===== src/rtl/vcop_ram_port.sv =====
module vcop_ram_port #(
  parameter int PATH_DEPTH   = 64,
  parameter int METRIC_DEPTH = 32,
  parameter int PATH_W       = 16,
  parameter int METRIC_W     = 22,
  parameter int BUS_W        = 24,
  localparam int AW  = $clog2(PATH_DEPTH > METRIC_DEPTH ? PATH_DEPTH : METRIC_DEPTH),
  localparam int PAW = $clog2(PATH_DEPTH),
  localparam int MAW = $clog2(METRIC_DEPTH)
) (
  input  logic             clk,
  input  logic             rst_n,
  input  logic             acc_mode,
  input  logic             sel_we,
  input  logic [1:0]       sel_wdata,
  input  logic             addr_we,
  input  logic [AW-1:0]    addr_wdata,
  input  logic             dat_we,
  input  logic [BUS_W-1:0] dat_wdata,
  input  logic             dat_re,
  output logic [BUS_W-1:0] dat_rdata,
  output logic [AW-1:0]    addr_q
);

  localparam logic [1:0] SEL_PA = 2'd0;
  localparam logic [1:0] SEL_PB = 2'd1;
  localparam logic [1:0] SEL_MT = 2'd2;
  localparam logic [AW-1:0] P_LAST = AW'(PATH_DEPTH - 1);
  localparam logic [AW-1:0] M_LAST = AW'(METRIC_DEPTH - 1);

  logic [PATH_W-1:0]   ram_a [PATH_DEPTH];
  logic [PATH_W-1:0]   ram_b [PATH_DEPTH];
  logic [METRIC_W-1:0] ram_m [METRIC_DEPTH];

  logic [1:0]       sel_q;
  logic [AW-1:0]    last;
  logic             in_range, step, wr_fire, rd_fire;
  logic [BUS_W-1:0] rd_word;
  logic [PAW-1:0]   pidx;
  logic [MAW-1:0]   midx;

  assign last     = (sel_q == SEL_MT) ? M_LAST : P_LAST;
  assign in_range = addr_q <= last;
  assign step     = acc_mode & (dat_we | dat_re) & ~addr_we;
  assign wr_fire  = step & dat_we;
  assign rd_fire  = step & ~dat_we;
  assign pidx     = addr_q[PAW-1:0];
  assign midx     = addr_q[MAW-1:0];

  always_comb begin
    rd_word = '0;
    if (in_range) begin
      case (sel_q)
        SEL_PA:  rd_word = {{(BUS_W-PATH_W){1'b0}}, ram_a[pidx]};
        SEL_PB:  rd_word = {{(BUS_W-PATH_W){1'b0}}, ram_b[pidx]};
        default: rd_word = {{(BUS_W-METRIC_W){1'b0}}, ram_m[midx]};
      endcase
    end
  end

  always_ff @(posedge clk) begin
    if (wr_fire && in_range) begin
      case (sel_q)
        SEL_PA:  ram_a[pidx] <= dat_wdata[PATH_W-1:0];
        SEL_PB:  ram_b[pidx] <= dat_wdata[PATH_W-1:0];
        default: ram_m[midx] <= dat_wdata[METRIC_W-1:0];
      endcase
    end
  end

  always_ff @(posedge clk) begin
    if (!rst_n) begin
      sel_q     <= SEL_PA;
      addr_q    <= '0;
      dat_rdata <= '0;
    end else begin
      if (sel_we && sel_wdata != 2'd3) sel_q <= sel_wdata;
      if (addr_we)    addr_q <= addr_wdata;
      else if (step)  addr_q <= (addr_q >= last) ? '0 : addr_q + 1'b1;
      if (rd_fire)    dat_rdata <= rd_word;
    end
  end

  AST_SEL_LEGAL: assert property (@(posedge clk) disable iff (!rst_n) sel_q != 2'd3);
  AST_ADDR_STEP: assert property (@(posedge clk) disable iff (!rst_n)
    (step && !sel_we && addr_q < last) |=> addr_q == $past(addr_q) + 1'b1);
  AST_ADDR_WRAP: assert property (@(posedge clk) disable iff (!rst_n)
    (step && !sel_we && addr_q >= last) |=> addr_q == '0);
  AST_ADDR_FROZEN: assert property (@(posedge clk) disable iff (!rst_n)
    (!acc_mode && !addr_we) |=> $stable(addr_q));
  AST_RDATA_HOLD: assert property (@(posedge clk) disable iff (!rst_n)
    !(acc_mode && dat_re && !dat_we && !addr_we) |=> $stable(dat_rdata));
  AST_LOAD_WINS: assert property (@(posedge clk) disable iff (!rst_n)
    addr_we |=> addr_q == $past(addr_wdata));
  AST_PATH_ZEXT: assert property (@(posedge clk) disable iff (!rst_n)
    (rd_fire && sel_q != SEL_MT) |=> dat_rdata[BUS_W-1:PATH_W] == '0);
  AST_METRIC_ZEXT: assert property (@(posedge clk) disable iff (!rst_n)
    (rd_fire && sel_q == SEL_MT) |=> dat_rdata[BUS_W-1:METRIC_W] == '0);

endmodule


===== config.mk =====
export PLATFORM = sky130hd
export DESIGN_NAME = vcop_ram_port
export DESIGN_NICKNAME = d
export VERILOG_FILES = /design/src/rtl/vcop_ram_port.sv
export SDC_FILE = /design/constraint.sdc
export NUM_CORES = 2
export LEC_CHECK = 0
export BUFFER_PORTS_ARGS = -buffer_cell sky130_fd_sc_hd__buf_2
export CAP_MARGIN = 20
export CORE_MARGIN = 1
export CORE_UTILIZATION = 39
export CTS_BUF_LIST = sky130_fd_sc_hd__clkbuf_4 sky130_fd_sc_hd__clkbuf_8
export CTS_CLUSTER_DIAMETER = 30
export DETAILED_ROUTE_END_ITERATION = 8
export PLACE_DENSITY = 0.58
export SYNTH_ARGS = -nofsm -noshare
export SYNTH_HDL_FRONTEND = slang
export SYNTH_SLANG_ARGS = --single-unit

===== constraint.sdc =====
create_clock -name clk -period 6.6 [get_ports clk]
set_input_delay 0 -clock clk [delete_from_list [all_inputs] [get_ports clk]]
set_output_delay 0 -clock clk [all_outputs]
set_load 0.01 [all_outputs]

==> metrics.md <==
| Metric | Value |
|---|---|
| Outcome | `finished clean` |
| Port bufs | `64` |
| Critical path class | `reg -> reg` |
| Synthesized cell area | `108,000 um2` |
| Dpl ws | `between 2 and 2.5 ns` |
| Iteration-0 DRC count of the detailed router | `6,927` |
| Via count | `around 56,000` |
| Slew HR | `17.9%` |
| Clk sinks | `2,788` |
| Worst-case clock buffer depth | `4` |
| Core area | `approximately 280,000 um2` |
| Die Ht | `529 um` |
| Peak supply drop | `between 150 and 200 uV` |
| CTS tree | `yes` |
| Clock slew seen by the registers of the worst setup and hold paths | `0.06 ns` |
| GRT Total Usage | `21.7%` |
| CTS buffer count | `526` |
| Leak Pwr | `about 0.039 uW` |
| Number of cells produced by synthesis | `4,966` |
| Post-route cell area | `125,000 um2` |
| Yosys reg bits | `~2,800` |
| Metal-1 WL | `123,000 um` |
| Starting Density | `39.2%` |
| Final Hold Viols | `0` |
| Yosys Warn Count | `0` |
| Routed WL | `308,000 um` |
| Via density | `5.71` |
| Routed length on met2 | `147,000 um` |
| Synth top area cells | `edfxtp_1 76%, mux4_2 12%, mux2i_1 2.0%` |
| H-Tree Level Count | `6` |
| Number of synthesized flops with an enable pin | `2,752` |
| Routed length per instance | `31.7 um` |
| Final worst-path cycle share | `69.3%` |
| Std cell rows | `193` |
| Worst path arrival time | `5.26 ns` |
| Root Buffer | `clkbuf_8` |
| DRC viols | `0` |
| First-pass GRT wire length | `about 430,000 um` |
| Area Overhead vs Synth | `15.6%` |
| Reg2reg start | `addr_q[0]` |
| Total iterations of the first detailed-routing run | `6` |
| CP Data Required Time | `7.29 ns` |
| Max layer used | `met5` |
| Finished Layout Cells | `between 9,000 and 10,000` |
| Sequential fraction of the synthesis area | `76.9%` |
| Grt total ovfl | `0` |
| GP Congestion | `0.859` |
| Critical Path Start | `addr_q[0]` |
| Largest net degree at the start of global routing | `slightly below 100` |
| Setup TNS | `0 ns` |
| # IOs | `a little under 70` |
| Final setup viols | `0` |
| Final Skew | `0.0960 ns` |
| Mapped Avg Cell Area | `approximately 22 um2` |
| Worst Tran Pin Value | `1.23 ns` |
| Nets@finish | `5,648` |
| Post-DP HPWL | `~180,000 um` |
| Hold path startpoint | `dat_wdata[11]` |
| Hold/Removal Path Class | `in -> reg` |
| Yosys top cell by area | `edfxtp_1` |
| Startpoint type of the worst setup path | `flip-flop` |
| PnR worst setup slack | `approximately 2.0 ns` |
| RSZ-0062 raised after global routing | `no` |
| Met3 WL | `26,100 um` |
| Layout cells sized above 1 | `roughly a third` |
| Async SR Flop Fraction | `0%` |
| Post-placement cell area | `114,000 um2` |
| Main synth FF type | `edfxtp_1` |
| Synth cell types | `84` |
| Post-layout util | `45.3%` |
| Fmax | `219 MHz` |
| Initial antenna violation count | `15` |
| Share of the synthesized area in the top cell type | `76.2%` |
| Die area | `280,000 um2` |
| Final Max Tran Viols | `0` |
| DIE WIDTH | `roughly 530 um` |
| PwrDens | `310 nW/um2` |
| Max Cap Viol | `0` |
| Cells after DPL | `8,719` |
| Post-CTS sizing | `0` |
| Min cycle time layout | `approximately 4.6 ns` |
| Vias in the first global route | `55,700` |
| Critical path peak fanout | `15` |
| Later-pin clock latency in the skew report | `1.07 ns` |
| Post-route ant nets | `0` |
| Setup crit end kind | `flip-flop` |
timing repair:
action                     CTS  global route
buffers inserted             0             0
hold endpoints to repair  1673             0
hold buffers                60             0
cell usage after synthesis (all sizes together), types with 3 or more instances:
cell type  number
a32o            6
nor2          230
a311oi          6
a211o           4
o31ai           9
and2b           3
edfxtp       2752
a2bb2oi         4
nand2         157
inv             7
or2             6
mux4          640
dfxtp          36
o2111ai         8
a2111oi        12
clkinv          3
o221ai         62
o41ai           6
and3           15
buf           206
a32oi           5
o22ai          49
o22a            5
o211ai          5
mux2i         221
or3            14
nand3          47
nand2b         16
a31oi          28
a22oi          26
a21oi          61
ha              5
nand4          11
nand3b          3
nor4bb          3
o21ai          42
mux2           37
clkbuf         73
nor4           13
a221oi         15
a211oi         23
nor3           27
nor2b          16
and2           13
and3b           3
metrics by stage:
step	total power, uW	hold WS (ns)
CTS	39200	0.0144
floorplan	21100	0.0989
global route	40000	0.0274
global placement	21900	0.283
detailed placement	21900	0.297
finish	38900	0.0389
cell families after synthesis:
group | synth area share [%]
AOI/OAI and AO/OA | 2.62
adders and majority gates | 0.0577
buffers and inverters | 2.06
DFF | 76.9
muxes | 15.9
other | 0.00346
and+or+nand+nor | 2.45
state kept, by name, summed over array words and instances (netlist names), named ones only:
signal / flops
ram_b: 1024
ram_a: 1024
ram_m: 704
sel_q: 2
dat_rdata: 22
addr_q: 6
final cells by class:
class,instances,area [um2]
fill,23300,151000
sequential,2788,83400
multi-input combinational,1887,23100
clock buffer,667,8400
tap,3705,4640
timing repair buffer,391,3300
clock inverter,260,2400
inverter,10,51.3
antenna,14,35.0
power breakdown:
group / switching [uW] / total (uW) / internal (uW) / leakage [uW]
clock network: 7320 / 17300 / 10000 / 0.00559
logic: 1320 / 2070 / 744 / 0.00858
registers: 54.7 / 19500 / 19500 / 0.0250
per-layer routing:
layer	global-route usage, %	up-vias
met5	0	-
met1	29.5	29800
met4	7.78	10
met3	4.41	540
li1	-	22400
met2	34.7	2748
worst max-delay path, stage by stage, from the launching register on:
cell     delay [ns]
dfxtp_1        0.67
ha_1           0.32
nand3_1        0.12
o21ai_0        0.43
nand3_1        0.12
buf_4          0.22
nor2_1         0.20
nand3_1        0.74
nor2_2         1.09
buf_4          0.29
cell usage in the layout (no fill, tap or decap), types with 28 or more instances in the layout:
cell and count:
a21oi_1 61, a31oi_1 28, buf_2 48, buf_4 247, bufinv_16 41, clkbuf_4 126
clkbuf_8 542, clkinv_1 92, clkinv_2 72, clkinvlp_4 34, dfxtp_1 31, dlygate4sd3_1 58
edfxtp_1 2752, mux2_2 37, mux2i_1 221, mux4_1 67, mux4_2 573, nand2_1 156
nand3_1 47, nor2_1 136, nor2_2 94, o21ai_0 38, o221ai_1 62, o22ai_1 49
path summary, 6_finish.rpt:
path,slack [ns],end,depth (start not counted)
worst max-delay path,2.03,ram_b[16][15],9
worst min-delay path,0.04,ram_b[21][11],3
worst max register to register,2.03,ram_b[16][15],9
worst min register to register,0.55,dat_rdata[19],2
No activity file was read; power rests on OpenSTA's default activity.
